===== src/rtl/sema_pkg.sv =====
package sema_pkg;
  localparam int TAG_W = 4;
  localparam int DOM_W = 4;
  localparam int DW    = 16;
  localparam int KEY_W = 8;
  localparam int GN_W  = 8;
  localparam logic [KEY_W-1:0] KEY_ARM  = 8'hE2;
  localparam logic [KEY_W-1:0] KEY_FIRE = 8'h1D;

  typedef enum logic {SEQ_IDLE = 1'b0, SEQ_ARMED = 1'b1} seq_state_e;
endpackage


===== src/rtl/sema_gate.sv =====
module sema_gate
  import sema_pkg::*;
#(
  parameter int N_PORTS = 3
) (
  input  logic                             clk_i,
  input  logic                             rst_ni,
  input  logic [N_PORTS-1:0]               claim_i,
  input  logic [N_PORTS-1:0]               rel_i,
  input  logic [N_PORTS-1:0][DOM_W-1:0]    dom_i,
  input  logic                             clr_i,
  output logic [TAG_W-1:0]                 tag_o,
  output logic [DOM_W-1:0]                 dom_o
);
  logic [TAG_W-1:0] tag_q, tag_d, win_tag;
  logic [DOM_W-1:0] dom_q, dom_d, win_dom;
  logic             win, own_rel;

  // lowest index wins: scan from the top so the last hit is the lowest
  always_comb begin
    win     = 1'b0;
    win_tag = '0;
    win_dom = '0;
    for (int p = N_PORTS - 1; p >= 0; p--) begin
      if (claim_i[p]) begin
        win     = 1'b1;
        win_tag = TAG_W'(p + 1);
        win_dom = dom_i[p];
      end
    end
  end

  always_comb begin
    own_rel = 1'b0;
    for (int p = 0; p < N_PORTS; p++) begin
      if (rel_i[p] && tag_q == TAG_W'(p + 1)) own_rel = 1'b1;
    end
  end

  always_comb begin
    tag_d = tag_q;
    dom_d = dom_q;
    if (clr_i || own_rel) begin
      tag_d = '0;
      dom_d = '0;
    end else if (tag_q == '0 && win) begin
      tag_d = win_tag;
      dom_d = win_dom;
    end
  end

  always_ff @(posedge clk_i or negedge rst_ni) begin
    if (!rst_ni) begin
      tag_q <= '0;
      dom_q <= '0;
    end else begin
      tag_q <= tag_d;
      dom_q <= dom_d;
    end
  end

  assign tag_o = tag_q;
  assign dom_o = dom_q;
endmodule


===== src/rtl/sema_rst_seq.sv =====
module sema_rst_seq
  import sema_pkg::*;
#(
  parameter int N_PORTS = 3,
  parameter int N_GATES = 16,
  parameter int AW      = 5
) (
  input  logic                          clk_i,
  input  logic                          rst_ni,
  input  logic [N_PORTS-1:0]            wr_en_i,
  input  logic [N_PORTS-1:0][AW-1:0]    addr_i,
  input  logic [N_PORTS-1:0][DW-1:0]    wdata_i,
  output logic                          armed_o,
  output logic [N_GATES-1:0]            clr_o
);
  localparam logic [AW-1:0] RST_ADDR = AW'(N_GATES);

  seq_state_e       st_q, st_d;
  logic             any_wr, hit, fire;
  logic [AW-1:0]    w_addr;
  logic [DW-1:0]    w_data;
  logic [KEY_W-1:0] w_key;
  logic [GN_W-1:0]  w_gn;

  always_comb begin
    w_addr = '0;
    w_data = '0;
    for (int p = N_PORTS - 1; p >= 0; p--) begin
      if (wr_en_i[p]) begin
        w_addr = addr_i[p];
        w_data = wdata_i[p];
      end
    end
  end

  assign any_wr = |wr_en_i;
  assign w_key  = w_data[KEY_W-1:0];
  assign w_gn   = w_data[KEY_W +: GN_W];
  assign hit    = any_wr && (w_addr == RST_ADDR);
  assign fire   = (st_q == SEQ_ARMED) && hit && (w_key == KEY_FIRE);

  always_comb begin
    st_d = st_q;
    if (any_wr) begin
      if (st_q == SEQ_IDLE) st_d = (hit && w_key == KEY_ARM) ? SEQ_ARMED : SEQ_IDLE;
      else                  st_d = SEQ_IDLE;
    end
  end

  generate
    for (genvar g = 0; g < N_GATES; g++) begin : g_clr
      assign clr_o[g] = fire && ((w_gn >= GN_W'(N_GATES)) || (w_gn == GN_W'(g)));
    end
  endgenerate

  always_ff @(posedge clk_i or negedge rst_ni) begin
    if (!rst_ni) st_q <= SEQ_IDLE;
    else         st_q <= st_d;
  end

  assign armed_o = (st_q == SEQ_ARMED);
endmodule


===== src/rtl/sema_rd_mux.sv =====
module sema_rd_mux
  import sema_pkg::*;
#(
  parameter int N_GATES = 16,
  parameter int AW      = 5
) (
  input  logic [AW-1:0]                 addr_i,
  input  logic [N_GATES-1:0][TAG_W-1:0] tag_i,
  input  logic [N_GATES-1:0][DOM_W-1:0] dom_i,
  input  logic                          armed_i,
  output logic [DW-1:0]                 rdata_o
);
  always_comb begin
    rdata_o = '0;
    if (addr_i == AW'(N_GATES)) begin
      rdata_o[0] = armed_i;
    end else begin
      for (int g = 0; g < N_GATES; g++) begin
        if (addr_i == AW'(g)) rdata_o = DW'({dom_i[g], tag_i[g]});
      end
    end
  end
endmodule


===== src/rtl/sema_bank.sv =====
module sema_bank
  import sema_pkg::*;
#(
  parameter int N_PORTS = 3,
  parameter int N_GATES = 16,
  parameter int AW      = $clog2(N_GATES + 2)
) (
  input  logic                          clk_i,
  input  logic                          rst_ni,
  input  logic [N_PORTS-1:0]            wr_en_i,
  input  logic [N_PORTS-1:0][AW-1:0]    addr_i,
  input  logic [N_PORTS-1:0][DW-1:0]    wdata_i,
  input  logic [N_PORTS-1:0][DOM_W-1:0] dom_i,
  output logic [N_PORTS-1:0][DW-1:0]    rdata_o
);
  logic [N_GATES-1:0][N_PORTS-1:0] claim_m, rel_m;
  logic [N_GATES-1:0][TAG_W-1:0]   gate_tag;
  logic [N_GATES-1:0][DOM_W-1:0]   gate_dom;
  logic [N_GATES-1:0]              clr_mask;
  logic                            armed;

  generate
    for (genvar g = 0; g < N_GATES; g++) begin : g_gate
      for (genvar p = 0; p < N_PORTS; p++) begin : g_dec
        logic sel;
        assign sel           = wr_en_i[p] && (addr_i[p] == AW'(g));
        assign claim_m[g][p] = sel && (wdata_i[p][TAG_W-1:0] == TAG_W'(p + 1));
        assign rel_m[g][p]   = sel && (wdata_i[p][TAG_W-1:0] == '0);
      end
      sema_gate #(.N_PORTS(N_PORTS)) u_gate (
        .clk_i  (clk_i),
        .rst_ni (rst_ni),
        .claim_i(claim_m[g]),
        .rel_i  (rel_m[g]),
        .dom_i  (dom_i),
        .clr_i  (clr_mask[g]),
        .tag_o  (gate_tag[g]),
        .dom_o  (gate_dom[g])
      );
    end
  endgenerate

  sema_rst_seq #(.N_PORTS(N_PORTS), .N_GATES(N_GATES), .AW(AW)) u_seq (
    .clk_i  (clk_i),
    .rst_ni (rst_ni),
    .wr_en_i(wr_en_i),
    .addr_i (addr_i),
    .wdata_i(wdata_i),
    .armed_o(armed),
    .clr_o  (clr_mask)
  );

  generate
    for (genvar p = 0; p < N_PORTS; p++) begin : g_rd
      sema_rd_mux #(.N_GATES(N_GATES), .AW(AW)) u_rd (
        .addr_i (addr_i[p]),
        .tag_i  (gate_tag),
        .dom_i  (gate_dom),
        .armed_i(armed),
        .rdata_o(rdata_o[p])
      );
    end
  endgenerate
endmodule


===== config.mk =====
export PLATFORM = sky130hd
export DESIGN_NAME = sema_bank
export DESIGN_NICKNAME = d
export VERILOG_FILES = /design/src/rtl/sema_pkg.sv /design/src/rtl/sema_gate.sv /design/src/rtl/sema_rst_seq.sv /design/src/rtl/sema_rd_mux.sv /design/src/rtl/sema_bank.sv
export SDC_FILE = /design/constraint.sdc
export NUM_CORES = 1
export LEC_CHECK = 0
export ABC_AREA = 1
export BUFFER_PORTS_ARGS = -buffer_cell sky130_fd_sc_hd__clkbuf_2
export CORE_MARGIN = 5
export CORE_UTILIZATION = 50
export CTS_BUF_LIST = sky130_fd_sc_hd__clkbuf_16
export CTS_CLUSTER_DIAMETER = 50
export CTS_CLUSTER_SIZE = 16
export DETAILED_ROUTE_END_ITERATION = 8
export PLACE_DENSITY = 0.73
export SETUP_SLACK_MARGIN = 0.15
export SLEW_MARGIN = 25
export SYNTH_ARGS = -nofsm -noshare
export SYNTH_HDL_FRONTEND = slang
export SYNTH_SLANG_ARGS = --single-unit

===== constraint.sdc =====
create_clock -name clk_i -period 1.9 [get_ports clk_i]
set_input_delay 0.095 -clock clk_i [delete_from_list [all_inputs] [get_ports clk_i]]
set_output_delay 0.095 -clock clk_i [all_outputs]
set_load 0.05 [all_outputs]

* Word level (Yosys, flattened, before mapping)
Index checks and enable logic that the tools add are counted.
Storage, ports and cells: bits in registers 129, latch bits 0, bits in writable memories 0, bits in read-only memories 0, output and inout bits 48, logic and storage cells 769, memories 0
Cells by class: $add $sub $neg 0, multipliers 0, div/mod/pow operators 0, order comparisons 1, equal/unequal tests 117, shift operators 0, mux-type cells 318, bitwise gates (word level) 0, reduce and logical (&&, ||, !) cells 300
Operator list (number):
- $mux W4 | 144
- $mux W8 | 45
- $logic_and A1 B1 Y1 | 228
- $eq A4 B2 Y1 const B | 34
- $eq A5 B4 Y1 const B | 24
- $mux W1 | 101
- $mux W16 | 6
- $logic_not A4 Y1 | 19
- $eq A4 B1 Y1 const B | 17
- $eq A8 B4 Y1 const B | 8
- $eq A5 B3 Y1 const B | 12
- $mux W15 | 3
- $eq A8 B3 Y1 const B | 4
- $logic_or A1 B1 Y1 | 32
- $mux W2 | 16
- $reduce_bool A2 Y1 | 16
- $eq A5 B2 Y1 const B | 6
- $eq A5 B5 Y1 const B | 4
- $eq A8 B2 Y1 const B | 2
- $eq A5 B1 Y1 const B | 3
- $logic_not A5 Y1 | 3
- $mux W5 | 3
- $eq A8 B1 Y1 const B | 1
- $eq A8 B5 Y1 const B | 1
- other kinds (4) | 4

* Depth between registers and ports, before layout
depth in word-level cells 18, mapped depth 15, mapped depth without buffers 15

* By module
From an unflattened synthesis, not the netlist that was laid out.
Unflattened totals: cells, all modules 2405, area, all modules 13221.4 sq um
Modules (own cells, without submodules):
- sema_gate | times used 16, cells each 71, area each 459.2 sq um, seq. area each 150.1 sq um
- sema_rd_mux | times used 3, cells each 289, area each 1327.5 sq um, seq. area each 0.0 sq um
- sema_bank | times used 1, cells each 213, area each 1023.5 sq um, seq. area each 0.0 sq um
- sema_rst_seq | times used 1, cells each 189, area each 868.3 sq um, seq. area each 25.0 sq um

* Worst setup path after synthesis
Ideal clock, no wire load.
path type input to output, from in addr_i[7] (netlist name), to out rdata_o[17] (netlist name), arrival 1894 ps, required time 1805 ps, setup slack -89 ps, cell stages on the path 13, buffers on the path 0, cells stage by stage nor2_2 -> inv_1 -> nor2_2 -> nand2_1 -> nand3_1 -> nand2_1 -> nand4_1 -> nand2_1 -> nand3_1 -> nand2_1 -> nand4_1 -> nand2_1 -> a21oi_1
RTL lines:
- start, declared | line sema_bank.sv:11 | input logic [N_PORTS-1:0][AW-1:0] addr_i,
- end, declared | line sema_bank.sv:14 | output logic [N_PORTS-1:0][DW-1:0] rdata_o

==> results.cfg <==
[sta]
setup_ws_ns = -0.5346
slew_headroom_pct = 53.09
max_clock_freq_mhz = 410.7
tightest_slew_ns = 0.7028
tns_ns = -6.267
hold_viol = 0
min_period_ns = 2.435
rsz0062_at_grt = true
period_share_pct = 128.1
setup_viol = 18
final.setup_skew_ns = 0.01206
slew_violations = 0

[clock_tree]
cts.sinks = 97
cts_tree = yes
path_clk_slew_ns = 0.08
htree_levels = 3
clockBufferDepth = 2
clk_latency_ns = 0.38
cts_root_buffer = clkbuf_16
cts_inserted_buffers = 9

[yosys]
synth-seq-cells = 97
synth_fa_ha_area_share_pct = 0
netlist_instances = 1668
synthSimpleGateAreaFrac_pct = 40.78
syn-mean-instance-area_um2 = 5.975
synth_edf_count = 0
muxShareOfSynthArea_pct = 0
synthArstFlopShare_pct = 100.0
synth_compound_area_share_pct = 22.77
synthDistinctLibCells = 55
yosysSeqAreaShare_pct = 24.36
yosysWarnings = 0
yosys.area_share.xor_xnor_pct = 0
synth_top_flop_cell = dfrtp_1
synth_top_family_by_area = simple AND/OR/NAND/NOR gates
syn-cell-area_um2 = 9966

[grt]
antenna_found_initial = 0
grt_pass1_vias = 13290
grt_use_met2_pct = 63.53
grtUsageMet1_pct = 56.90
overflow = 0
busiest_layer = met2
grt_max_degree = 98
grt_usage_pct = 44.99
met3_usage_pct = 16.13
grt_pass1_wl_mm = 76.67

[worst_setup_path]
r2r_end = g_gate[2].u_gate.dom_o[2]$_DFFE_PN0P_
crit_path_end = rdata_o[22]
critPathKind = reg2out
worstPathArrival_ns = 2.34
cp_cell_sequence = buf_4, nand2_1, nand3_2, a21oi_2, nand4_1, nand2_1, nand4_1, nor3_2, nand4_1, clkbuf_8
crit_top_cell = nand4_1
cp.required_ns = 1.80
crit_path_end_kind = primary output
crit_start = g_gate[0].u_gate.dom_o[2]$_DFFE_PN0P_
ff2ff_setup_slack_ns = 0.16
r2r_cells = 9
cp_slowest_cell = dfrtp_2
critPathMaxStageDelay_ns = 0.43
startpoint_type = flip-flop
worstReg2RegStart = g_gate[2].u_gate.tag_o[0]$_DFFE_PN0P_
critPathMaxFanout = 3

[final_layout]
final_nets = 2147
finalInstanceArea_um2 = 14170
most-common-layout-cells = 372 x nand2_1, 293 x buf_4, 262 x nor2_1, 185 x inv_1, 139 x a21oi_1
layout_commonest_cell = nand2_1
drive_gt1_share_pct = 32.58
syn_to_final_growth_pct = 42.20

[die]
dieHeight_um = 151.2
initial_utilization_pct = 51.04
die_x_um = 151.2
core-area_um2 = 19530
die-area_um2 = 22860
row_count = 51
io_pins = 128

[run]
cap_violations = 0

[worst_hold_path]
hold_path_class = in2reg

[routing]
ant_nets = 0
drt_wl_total_mm = 51.74
drtPass1Iterations = 7
vias_per_cell = 6.056
wl_per_cell_um = 22.10
dr.first_iter.drc_count = 2127
drc = 0
route.vias.total = 14180

[placement]
portBuffers = 97
placed_cell_area_um2 = 13000
hpwl_mm = 40.07
finalWeightedCongestion = 1.175

[power]
switching_share_pct = 37.59
ir_drop_v = 0.0004549
p_leak_nw = 6.918
sequentialPowerShare_pct = 38.0
p_int_w = 0.003525
pwr-share-comb_pct = 28.2
clkPwrFrac_pct = 33.8
netSwitchingPower_w = 0.002123
power_per_cell_area_nw_per_um2 = 398.5

[status]
failed_checks = negative setup slack
outcome = finished with violations
-- sequential cells by signal, summed over array words and instances (netlist names) --
name and cells:
g_gate.u_gate.dom_o 64, g_gate.u_gate.tag_o 32, u_seq.armed_o 1
-- worst max-delay path, delay by kind of cell (launching register included) --
family	cells	cell delay [ns]
AOI/OAI and AO/OA	1	0.16
DFF	1	0.43
and+or+nand+nor	7	0.98
buffers and inverters	2	0.38
-- Yosys cell counts (2+ instances only) --
cell type / instances / area (um^2)
a211oi_1: 8 / 60.06
a21oi_1: 144 / 720.7
a221oi_1: 12 / 105.1
a22oi_1: 18 / 135.1
a31oi_1: 23 / 143.9
a41oi_1: 2 / 17.52
buf_1: 3 / 11.26
buf_2: 4 / 20.02
buf_4: 35 / 262.8
buf_6: 4 / 45.04
clkbuf_1: 7 / 26.28
clkinv_1: 11 / 41.29
dfrtp_1: 97 / 2427
inv_1: 196 / 735.7
inv_2: 14 / 52.55
nand2_1: 409 / 1535
nand2_2: 7 / 43.79
nand3_1: 70 / 350.3
nand3b_1: 2 / 15.01
nand4_1: 53 / 331.6
nor2_1: 309 / 1160
nor2_2: 30 / 187.7
nor2_4: 10 / 112.6
nor3_1: 26 / 130.1
nor3_2: 3 / 30.03
nor4_1: 7 / 43.79
o211ai_1: 8 / 60.06
o21ai_0: 63 / 315.3
o21ai_1: 3 / 15.01
o21ai_2: 6 / 52.55
o21ai_4: 10 / 162.7
o21bai_1: 3 / 22.52
o221ai_1: 25 / 219.0
o22ai_1: 10 / 62.56
o31ai_1: 4 / 30.03
o32ai_1: 2 / 17.52
o41ai_1: 4 / 35.03
or2_2: 9 / 56.30
-- metrics by stage --
step / utilization (%) / hold slack (ns) / std cells / total power [W] / worst slack, ns
floorplan: - / -0.2006 / 1697 / 0.002876 / 0.1543
global placement: 66.59 / 0.1956 / 2291 / 0.003595 / -0.4253
detailed placement: 66.59 / 0.1994 / 2291 / 0.003608 / -0.4226
CTS: 70.23 / 0.1604 / 2323 / 0.005509 / -0.4424
global route: 72.52 / 0.1715 / 2337 / 0.005769 / -0.5226
finish: 72.57 / 0.1659 / 2341 / 0.005648 / -0.5346
-- cell families after synthesis --
logic type,count (synthesis)
compound gates,354
other cells,1
flops,97
buf+inv,275
simple gates,941
-- worst min-delay path by stage --
stage | start | endpoint | slack (ns) | cells after the start
after floorplan | rst_ni | g_gate[0].u_gate.dom_o[0]$_DFFE_PN0P_ | -0.20 | 0
after global placement | rst_ni | g_gate[4].u_gate.dom_o[0]$_DFFE_PN0P_ | 0.20 | 2
after detailed placement | rst_ni | g_gate[4].u_gate.dom_o[0]$_DFFE_PN0P_ | 0.20 | 2
after CTS | dom_i[1] | g_gate[14].u_gate.dom_o[1]$_DFFE_PN0P_ | 0.16 | 5
after global routing | dom_i[1] | g_gate[14].u_gate.dom_o[1]$_DFFE_PN0P_ | 0.17 | 5
final | dom_i[3] | g_gate[15].u_gate.dom_o[3]$_DFFE_PN0P_ | 0.17 | 5
-- power by group through the flow --
stage	logic [W]	clock network (W)	registers [W]
after floorplan	0.000705	0	0.00217
after global placement	0.00141	0	0.00218
after detailed placement	0.00143	0	0.00218
after CTS	0.00148	0.00189	0.00214
after global routing	0.00165	0.00197	0.00215
final	0.00159	0.00191	0.00215
-- area by class of cell --
type,count,area (um^2)
Antenna cell,4,10.01
Clock buffer,9,225.2
Clock inverter,7,52.55
Fill cell,1633,5355
Inverter,222,838.3
Multi-Input combinational cell,1325,7030
Sequential cell,97,2440
Tap cell,265,331.6
Timing Repair Buffer,412,3243
-- timing repair --
item                                    4_1_cts  5_1_grt
pin swaps                                    45       69
setup buffers                                15       14
gates resized for setup                      93      104
endpoints found under the setup margin       18       98
hold endpoints to repair                     97        0
hold buffers                                  1        0
-- layer usage --
layer,part of all wire [%],vias up
met1,36,6429
met3,15,303
met5,0.18,-
li1,-,6306
met2,40,1137
met4,8.8,2
(Power assumes the default switching activity.)
